===== config.mk =====
export PLATFORM = sky130hd
export DESIGN_NAME = psram_line_cache
export DESIGN_NICKNAME = d
export VERILOG_FILES = /design/src/rtl/psram_cache_pkg.sv /design/src/rtl/psram_spi_engine.sv /design/src/rtl/psram_line_store.sv /design/src/rtl/psram_line_cache.sv
export SDC_FILE = /design/constraint.sdc
export NUM_CORES = 2
export LEC_CHECK = 0
export BUFFER_PORTS_ARGS = -buffer_cell sky130_fd_sc_hd__buf_4
export CAP_MARGIN = 20
export CORE_ASPECT_RATIO = 2
export CORE_UTILIZATION = 41
export DETAILED_ROUTE_END_ITERATION = 10
export HOLD_SLACK_MARGIN = 0.05
export PLACE_DENSITY_LB_ADDON = 0.05
export SLEW_MARGIN = 15
export SYNTH_ARGS = -nofsm -noshare
export SYNTH_HDL_FRONTEND = slang
export SYNTH_SLANG_ARGS = --single-unit

===== constraint.sdc =====
create_clock -name clk -period 8.1 [get_ports clk]
set_clock_uncertainty 0.1 [all_clocks]
set_input_delay 1.215 -clock clk [delete_from_list [all_inputs] [get_ports clk]]
set_output_delay 1.215 -clock clk [all_outputs]
set_load 0.05 [all_outputs]

===== src/rtl/psram_cache_pkg.sv =====
package psram_cache_pkg;
  localparam logic [7:0] OP_FAST_READ = 8'h0B;
  localparam logic [7:0] OP_PROGRAM   = 8'h02;
  localparam logic [7:0] OP_RST_EN    = 8'h66;
  localparam logic [7:0] OP_RST       = 8'h99;
  localparam int         HDR_BYTES    = 5;

  typedef enum logic [2:0] {
    ST_BOOT0, ST_BOOT0_W, ST_BOOT1, ST_BOOT1_W, ST_IDLE, ST_FILL, ST_WRITE
  } ctl_state_e;

  typedef enum logic [1:0] {SP_IDLE, SP_SHIFT, SP_GAP} spi_state_e;
endpackage


===== src/rtl/psram_spi_engine.sv =====
module psram_spi_engine
  import psram_cache_pkg::*;
#(
  parameter int SCK_DIV      = 2,
  parameter int MAX_RX       = 16,
  parameter int CS_LIMIT_CYC = 2000
) (
  input  logic                             clk,
  input  logic                             rst_n,
  input  logic                             start,
  input  logic [39:0]                      tx_frame,
  input  logic [2:0]                       tx_bytes,
  input  logic [$clog2(MAX_RX+1)-1:0]      rx_bytes,
  output logic                             done,
  output logic                             rx_valid,
  output logic [7:0]                       rx_data,
  output logic                             sck,
  output logic                             cs_n,
  output logic                             mosi,
  input  logic                             miso
);
  localparam int DIV_W  = $clog2(SCK_DIV + 1);
  localparam int BIT_W  = $clog2((HDR_BYTES + MAX_RX) * 8 + 1);
  localparam int GAP    = 2 * SCK_DIV;
  localparam int GAP_W  = $clog2(GAP + 1);
  localparam int LOW_W  = $clog2(CS_LIMIT_CYC + 2);

  spi_state_e       st_q;
  logic [DIV_W-1:0] div_q;
  logic [BIT_W-1:0] bit_q, total_q, txbits_q;
  logic [GAP_W-1:0] gap_q;
  logic [39:0]      sr_q;
  logic [6:0]       rx_sr_q;
  logic             half_tick;

  assign half_tick = (div_q == DIV_W'(SCK_DIV - 1));
  assign mosi      = sr_q[39];

  always_ff @(posedge clk or negedge rst_n) begin
    if (!rst_n) begin
      st_q     <= SP_IDLE;
      cs_n     <= 1'b1;
      sck      <= 1'b0;
      div_q    <= '0;
      bit_q    <= '0;
      total_q  <= '0;
      txbits_q <= '0;
      gap_q    <= '0;
      sr_q     <= '0;
      rx_sr_q  <= '0;
      rx_valid <= 1'b0;
      rx_data  <= '0;
      done     <= 1'b0;
    end else begin
      rx_valid <= 1'b0;
      done     <= 1'b0;
      unique case (st_q)
        SP_IDLE: if (start) begin
          st_q     <= SP_SHIFT;
          cs_n     <= 1'b0;
          sr_q     <= tx_frame;
          bit_q    <= '0;
          div_q    <= '0;
          txbits_q <= BIT_W'(tx_bytes) << 3;
          total_q  <= (BIT_W'(tx_bytes) + BIT_W'(rx_bytes)) << 3;
        end
        SP_SHIFT: begin
          if (half_tick) begin
            div_q <= '0;
            if (!sck) begin
              sck     <= 1'b1;
              rx_sr_q <= {rx_sr_q[5:0], miso};
              if (bit_q >= txbits_q && bit_q[2:0] == 3'd7) begin
                rx_valid <= 1'b1;
                rx_data  <= {rx_sr_q, miso};
              end
            end else begin
              sck   <= 1'b0;
              sr_q  <= {sr_q[38:0], 1'b0};
              bit_q <= bit_q + 1'b1;
              if (bit_q == total_q - 1'b1) begin
                st_q  <= SP_GAP;
                cs_n  <= 1'b1;
                gap_q <= '0;
              end
            end
          end else begin
            div_q <= div_q + 1'b1;
          end
        end
        SP_GAP: begin
          if (gap_q == GAP_W'(GAP - 1)) begin
            st_q <= SP_IDLE;
            done <= 1'b1;
          end else begin
            gap_q <= gap_q + 1'b1;
          end
        end
        default: st_q <= SP_IDLE;
      endcase
    end
  end

  logic [LOW_W-1:0] low_cnt_q;
  logic [GAP_W-1:0] high_cnt_q;
  always_ff @(posedge clk or negedge rst_n) begin
    if (!rst_n) begin
      low_cnt_q  <= '0;
      high_cnt_q <= GAP_W'(GAP);
    end else if (cs_n) begin
      low_cnt_q  <= '0;
      if (high_cnt_q != GAP_W'(GAP)) high_cnt_q <= high_cnt_q + 1'b1;
    end else begin
      high_cnt_q <= '0;
      if (low_cnt_q != LOW_W'(CS_LIMIT_CYC + 1)) low_cnt_q <= low_cnt_q + 1'b1;
    end
  end


  cs_low_limit_chk: assert property (@(posedge clk) disable iff (!rst_n)
    !cs_n |-> (low_cnt_q < LOW_W'(CS_LIMIT_CYC)));


  cs_gap_chk: assert property (@(posedge clk) disable iff (!rst_n)
    $fell(cs_n) |-> (high_cnt_q >= GAP_W'(GAP)));


  sck_idle_chk: assert property (@(posedge clk) disable iff (!rst_n)
    cs_n |-> !sck);
endmodule


===== src/rtl/psram_line_store.sv =====
module psram_line_store #(
  parameter int LINES      = 16,
  parameter int LINE_BYTES = 16,
  parameter int TAG_W      = 15
) (
  input  logic                          clk,
  input  logic                          rst_n,
  input  logic [$clog2(LINES)-1:0]      lk_idx,
  input  logic [TAG_W-1:0]              lk_tag,
  input  logic [$clog2(LINE_BYTES)-1:0] lk_off,
  output logic                          lk_hit,
  output logic [7:0]                    lk_data,
  input  logic                          wr_en,
  input  logic [$clog2(LINES)-1:0]      wr_idx,
  input  logic [$clog2(LINE_BYTES)-1:0] wr_off,
  input  logic [7:0]                    wr_data,
  input  logic                          tag_we,
  input  logic [$clog2(LINES)-1:0]      tag_idx,
  input  logic [TAG_W-1:0]              tag_val,
  input  logic                          tag_valid
);
  logic [7:0]       data_q [LINES][LINE_BYTES];
  logic [TAG_W-1:0] tag_q  [LINES];
  logic [LINES-1:0] valid_q;

  assign lk_hit  = valid_q[lk_idx] && (tag_q[lk_idx] == lk_tag);
  assign lk_data = data_q[lk_idx][lk_off];

  always_ff @(posedge clk) begin
    if (wr_en) data_q[wr_idx][wr_off] <= wr_data;
    if (tag_we) tag_q[tag_idx] <= tag_val;
  end

  always_ff @(posedge clk or negedge rst_n) begin
    if (!rst_n) valid_q <= '0;
    else if (tag_we) valid_q[tag_idx] <= tag_valid;
  end
endmodule


===== src/rtl/psram_line_cache.sv =====
module psram_line_cache
  import psram_cache_pkg::*;
#(
  parameter int ADDR_W        = 23,
  parameter int LINES         = 16,
  parameter int LINE_BYTES    = 16,
  parameter int SCK_DIV       = 2,
  parameter int CLK_PERIOD_PS = 4000,
  parameter int CS_MAX_PS     = 8000000
) (
  input  logic              clk,
  input  logic              rst_n,
  input  logic              req_valid,
  output logic              req_ready,
  input  logic              req_write,
  input  logic [ADDR_W-1:0] req_addr,
  input  logic [7:0]        req_wdata,
  output logic              rsp_valid,
  output logic [7:0]        rsp_rdata,
  output logic              spi_sck,
  output logic              spi_cs_n,
  output logic              spi_mosi,
  input  logic              spi_miso
);
  localparam int OFF_W        = $clog2(LINE_BYTES);
  localparam int IDX_W        = $clog2(LINES);
  localparam int TAG_W        = ADDR_W - OFF_W - IDX_W;
  localparam int RXC_W        = $clog2(LINE_BYTES + 1);
  localparam int FILL_CYC     = (HDR_BYTES + LINE_BYTES) * 8 * 2 * SCK_DIV + 2;
  localparam int CS_LIMIT_CYC = CS_MAX_PS / CLK_PERIOD_PS;
  localparam longint FILL_PS  = longint'(FILL_CYC) * longint'(CLK_PERIOD_PS);

  generate
    if (FILL_PS > longint'(CS_MAX_PS)) begin : g_cs_budget_bad
      $error("line fill exceeds chip-select low-time budget");
    end
    if (ADDR_W > 24) begin : g_addr_bad
      $error("address wider than the 24-bit bus address");
    end
  endgenerate

  logic [OFF_W-1:0] req_off;
  logic [IDX_W-1:0] req_idx;
  logic [TAG_W-1:0] req_tag;
  logic [23:0]      req_a24, line_a24;
  assign req_off  = req_addr[OFF_W-1:0];
  assign req_idx  = req_addr[OFF_W +: IDX_W];
  assign req_tag  = req_addr[ADDR_W-1 -: TAG_W];
  assign req_a24  = 24'(req_addr);
  assign line_a24 = req_a24 & ~24'(LINE_BYTES - 1);

  ctl_state_e       st_q;
  logic             eng_start_q, eng_done, eng_rx_valid;
  logic [7:0]       eng_rx_data;
  logic [39:0]      frame_q;
  logic [2:0]       ntx_q;
  logic [RXC_W-1:0] nrx_q;
  logic [OFF_W-1:0] miss_off_q, fill_cnt_q;
  logic [IDX_W-1:0] miss_idx_q;
  logic [TAG_W-1:0] miss_tag_q;

  logic             lk_hit;
  logic [7:0]       lk_data;
  logic             wr_en, tag_we, tag_valid;
  logic [IDX_W-1:0] wr_idx, tag_idx;
  logic [OFF_W-1:0] wr_off;
  logic [7:0]       wr_data;
  logic [TAG_W-1:0] tag_val;

  logic accept, wr_acc, rd_hit, rd_miss;
  assign req_ready = (st_q == ST_IDLE);
  assign accept    = req_valid && req_ready;
  assign wr_acc    = accept && req_write;
  assign rd_hit    = accept && !req_write && lk_hit;
  assign rd_miss   = accept && !req_write && !lk_hit;

  always_comb begin
    wr_en     = wr_acc && lk_hit;
    wr_idx    = req_idx;
    wr_off    = req_off;
    wr_data   = req_wdata;
    tag_we    = rd_miss;
    tag_idx   = req_idx;
    tag_val   = req_tag;
    tag_valid = 1'b0;
    if (st_q == ST_FILL) begin
      wr_en     = eng_rx_valid;
      wr_idx    = miss_idx_q;
      wr_off    = fill_cnt_q;
      wr_data   = eng_rx_data;
      tag_we    = eng_done;
      tag_idx   = miss_idx_q;
      tag_val   = miss_tag_q;
      tag_valid = 1'b1;
    end
  end

  always_ff @(posedge clk or negedge rst_n) begin
    if (!rst_n) begin
      st_q        <= ST_BOOT0;
      eng_start_q <= 1'b0;
      frame_q     <= '0;
      ntx_q       <= '0;
      nrx_q       <= '0;
      miss_off_q  <= '0;
      miss_idx_q  <= '0;
      miss_tag_q  <= '0;
      fill_cnt_q  <= '0;
      rsp_valid   <= 1'b0;
      rsp_rdata   <= '0;
    end else begin
      eng_start_q <= 1'b0;
      rsp_valid   <= 1'b0;
      unique case (st_q)
        ST_BOOT0: begin
          eng_start_q <= 1'b1;
          frame_q     <= {OP_RST_EN, 32'h0};
          ntx_q       <= 3'd1;
          nrx_q       <= '0;
          st_q        <= ST_BOOT0_W;
        end
        ST_BOOT0_W: if (eng_done) st_q <= ST_BOOT1;
        ST_BOOT1: begin
          eng_start_q <= 1'b1;
          frame_q     <= {OP_RST, 32'h0};
          ntx_q       <= 3'd1;
          nrx_q       <= '0;
          st_q        <= ST_BOOT1_W;
        end
        ST_BOOT1_W: if (eng_done) st_q <= ST_IDLE;
        ST_IDLE: begin
          if (wr_acc) begin
            eng_start_q <= 1'b1;
            frame_q     <= {OP_PROGRAM, req_a24, req_wdata};
            ntx_q       <= 3'(HDR_BYTES);
            nrx_q       <= '0;
            st_q        <= ST_WRITE;
          end else if (rd_miss) begin
            eng_start_q <= 1'b1;
            frame_q     <= {OP_FAST_READ, line_a24, 8'h00};
            ntx_q       <= 3'(HDR_BYTES);
            nrx_q       <= RXC_W'(LINE_BYTES);
            miss_off_q  <= req_off;
            miss_idx_q  <= req_idx;
            miss_tag_q  <= req_tag;
            fill_cnt_q  <= '0;
            st_q        <= ST_FILL;
          end else if (rd_hit) begin
            rsp_valid <= 1'b1;
            rsp_rdata <= lk_data;
          end
        end
        ST_FILL: begin
          if (eng_rx_valid) begin
            fill_cnt_q <= fill_cnt_q + 1'b1;
            if (fill_cnt_q == miss_off_q) rsp_rdata <= eng_rx_data;
          end
          if (eng_done) begin
            rsp_valid <= 1'b1;
            st_q      <= ST_IDLE;
          end
        end
        ST_WRITE: if (eng_done) st_q <= ST_IDLE;
        default: st_q <= ST_IDLE;
      endcase
    end
  end

  psram_line_store #(
    .LINES(LINES), .LINE_BYTES(LINE_BYTES), .TAG_W(TAG_W)
  ) store_i (
    .clk(clk), .rst_n(rst_n),
    .lk_idx(req_idx), .lk_tag(req_tag), .lk_off(req_off),
    .lk_hit(lk_hit), .lk_data(lk_data),
    .wr_en(wr_en), .wr_idx(wr_idx), .wr_off(wr_off), .wr_data(wr_data),
    .tag_we(tag_we), .tag_idx(tag_idx), .tag_val(tag_val), .tag_valid(tag_valid)
  );

  psram_spi_engine #(
    .SCK_DIV(SCK_DIV), .MAX_RX(LINE_BYTES), .CS_LIMIT_CYC(CS_LIMIT_CYC)
  ) spi_i (
    .clk(clk), .rst_n(rst_n),
    .start(eng_start_q), .tx_frame(frame_q), .tx_bytes(ntx_q), .rx_bytes(nrx_q),
    .done(eng_done), .rx_valid(eng_rx_valid), .rx_data(eng_rx_data),
    .sck(spi_sck), .cs_n(spi_cs_n), .mosi(spi_mosi), .miso(spi_miso)
  );


  hit_latency_chk: assert property (@(posedge clk) disable iff (!rst_n)
    (req_valid && req_ready && !req_write && lk_hit) |=> rsp_valid);


  busy_ready_chk: assert property (@(posedge clk) disable iff (!rst_n)
    !spi_cs_n |-> !req_ready);


  write_no_rsp_chk: assert property (@(posedge clk) disable iff (!rst_n)
    (req_valid && req_ready && req_write) |=> !rsp_valid);
endmodule


==> run_results.csv <==
group,metric,value,unit
place,io_buffers,48,
routing,drtIter0Drc,3726,
power,power_density,231.5,nW/um^2
cts,cts-root-buf,"clkbuf_16",
yosys,synth_fa_ha_area_share,0.1255,%
timing,tightest_slew,1.438,ns
cts,cts_tree,"yes",
worst_setup_path,crit_buf_inv,3,
yosys,synthFlopType,"edfxtp_1",
cts,cts_buffers,224,
timing,max_freq,0.1689,GHz
floorplan,rows,253,
yosys,synth_cells,4628,
yosys,synth_enable_flop_cells,2288,
yosys,synth_top_family_by_area,"multiplexers",
yosys,syn_area,97680,um^2
yosys,synth-compound-area-share,3.784,%
run_status,outcome,"finished, final reports clean",
worst_setup_path,crit_required,8.49,ns
routing,vias_per_cell,5.758,
layout,final_area,110400,um^2
worst_setup_path,critical_path.slowest_cell,"a21oi_1",
yosys,syn_nets,4673,
timing,finalMaxSlewViolations,0,
yosys,synth_xor_area_share,0.3048,%
flow_run,max-cap-violations,0,
floorplan,io_pins,49,
global_route,grt_max_degree,170,
cts,htreeDepth,4,
cts,clk_pin_slew,0.07,ns
routing,via_count,47000,
routing,wire_per_inst,33.79,um
cts,cts_resized,0,
power,peakVddDrop,0.1785,mV
floorplan,die_w,347.1,um
floorplan,dieHeight,692.3,um
power,p_total,25550,uW
yosys,synth_cell_types,68,
layout,syn2layout_area_growth,12.98,%
yosys,synth_area_leaders,"edfxtp_1 70%, mux4_2 16%, dfrtp_1 4.4%",
worst_setup_path,critPathCaptureType,"register",
global_route,grt_pass1_vias,50512,
yosys,yosysTopAreaCellShare,70.34,%
worst_hold_path,hp-class,"in -> async",
timing,setup_violations,0,
layout,fillers,19825,
worst_setup_path,path_cells,"buf_8 > inv_1 > a2111oi_0 > o41ai_1 > a2111oi_2 > nand3_1 > and4b_1 > nand4_4 > buf_4 > a21oi_1",
timing,setup_tns,0,ns
floorplan,core,237100,um^2
worst_setup_path,crit_type,"in -> reg",
timing,rsz0062_at_grt,"no",
place,place_area,103400,um^2
yosys,ys_seq_elements,2459,
cts,cts_buffer_depth,4,
floorplan,initial_core_util,41.20,%
global_route,antenna_found_initial,4,
yosys,postSynth.asyncResetShare,6.954,%
routing,drc,0,
timing,post-route-period-util,73.10,%
routing,drtAntennaViolNets,0,
layout,final_nets,4971,
cts,clk_latency,0.87,ns
place,globalplace.congestion,0.8310,
worst_setup_path,slowest_delay,0.78,ns
cts,cts_setup_buffers,0,
yosys,yosys.area_share.simple,1.855,%
worst_setup_path,crit_path_start_kind,"input port",
worst_setup_path,cpLargestDelayFamily,"compound AO/OA/AOI/OAI gates",
timing,hold_viol,0,
layout,drive_gt1_share,28.85,%
timing,period_needed,5.921,ns
global_route,grt-ovfl-total,0,
routing,wirelength,275800,um
global_route,grt_usage,23.03,%
place,dp_hpwl,177900,um
yosys,yosys_warnings,0,
yosys,synth_mux_area_share,17.53,%
worst_setup_path,worst-path-max-fanout,60,
yosys,netlist.top_cell.by_area,"edfxtp_1",
cts,cts_hold_buf,0,
global_route,grt_pass1_wl,390400,um
routing,drt-pass1-iter-count,5,
cts,clock_sinks,2459,
yosys,ys_seq_area_share,74.72,%
power,leakage,0.03528,uW
layout,fin_util,46.55,%
worst_setup_path,cp.arrival,6.31,ns
yosys,synth.avg_cell_area,21.11,um^2
timing,slew_headroom,4.131,%
floorplan,dieArea,240300,um^2
==> report_power, final <==
group | internal, uW | leakage [uW] | total [uW] | switching [uW]
Clock | 5730 | 0.00335 | 10400 | 4660
Combinational | 450 | 0.00911 | 1280 | 831
Sequential | 13900 | 0.0228 | 13900 | 1.45
==> kinds of logic after synthesis <==
family | Yosys count
buffers and inverters | 338
AOI/OAI and AO/OA | 539
xor gates and xnor gates | 34
and+or+nand+nor | 410
DFF | 2459
muxes | 838
adders and majority gates | 10
==> per-layer routing <==
layer	GRT usage (%)	wire, um	vias up
met5	0	0	-
met4	9.131	12030	0
met3	2.252	9400	400
met2	43.96	155300	1153
met1	26.06	98990	25475
li1	-	-	19972
==> cells in the final DEF (no fill, tap or decap), types with 14 or more instances in the layout <==
master	synthesis	final
mux2_1	19	19
o211ai_1	22	22
dfrtp_1	170	170
a211oi_1	195	176
a211oi_2	0	19
a22oi_1	30	30
clkinv_2	0	26
a22o_1	24	24
mux4_2	692	692
xnor2_1	25	25
clkinv_1	0	51
nand2_1	249	240
nor3_1	14	14
a21oi_1	104	101
mux2i_1	86	86
clkbuf_1	136	57
o22ai_1	20	20
nor2_1	56	55
buf_4	21	355
nand3_1	26	26
buf_12	0	16
inv_1	32	31
edfxtp_1	2288	2288
bufinv_16	0	18
clkbuf_16	0	229
mux2_2	41	41
o21ai_0	73	68
==> state kept, by name, indices dropped and copies added, names as in the netlist, 8 cells and up <==
signal,cells
store_i.data_q,2048
rsp_rdata,8
spi_i.bit_q,8
spi_i.sr_q,40
frame_q,35
store_i.valid_q,16
miss_tag_q,15
store_i.tag_q,240
spi_i.rx_data,8
==> metrics by stage <==
stage,hold WS [ns],setup WS (ns),instances
finish,0.2721,2.179,8162
global route,0.3193,1.952,8160
CTS,0.3330,2.161,8157
detailed placement,0.3595,1.196,7758
global placement,0.3504,1.256,7756
floorplan,0.3386,2.221,4628
==> final timing paths <==
check                                         startpoint                               end  slack, ns  cells after the start
setup reg to reg           store_i.tag_q[2][7]$_DFFE_PP_  store_i.data_q[12][22]$_DFFE_PP_       3.13                      9
min in group clk              spi_i.sr_q[30]$_DFFE_PN0P_        spi_i.sr_q[31]$_DFFE_PN0P_       0.38                      2
hold reg to reg               spi_i.sr_q[30]$_DFFE_PN0P_        spi_i.sr_q[31]$_DFFE_PN0P_       0.38                      2
hold / removal                                     rst_n         miss_tag_q[1]$_DFFE_PN0P_       0.27                      1
max in group asynchronous                          rst_n         spi_i.st_q[1]$_DFFE_PN0P_       5.93                      2
setup / recovery                             req_addr[6]  store_i.data_q[12][22]$_DFFE_PP_       2.18                     10
==> Yosys cell counts (22+ instances only) <==
cell type / instances
a211oi_1: 195
a21oi_1: 104
a22o_1: 24
a22oi_1: 30
buf_1: 39
buf_2: 84
buf_6: 26
clkbuf_1: 136
dfrtp_1: 170
edfxtp_1: 2288
inv_1: 32
mux2_2: 41
mux2i_1: 86
mux4_2: 692
nand2_1: 249
nand3_1: 26
nor2_1: 56
o211ai_1: 22
o21ai_0: 73
xnor2_1: 25
==> final cells by class <==
cell class              count  area (um^2)  area share [%]
diodes                      3        7.507        0.006802
flip-flops and latches   2459        72990           66.13
clock buffers             286         5944           5.386
repair buffers            378         3094           2.804
well taps                3060         3829           3.469
inverters                  32        122.6          0.1111
clock inverters           113        997.2          0.9035
multi-input cells        1831        23390           21.19
(Power assumes the default switching activity.)
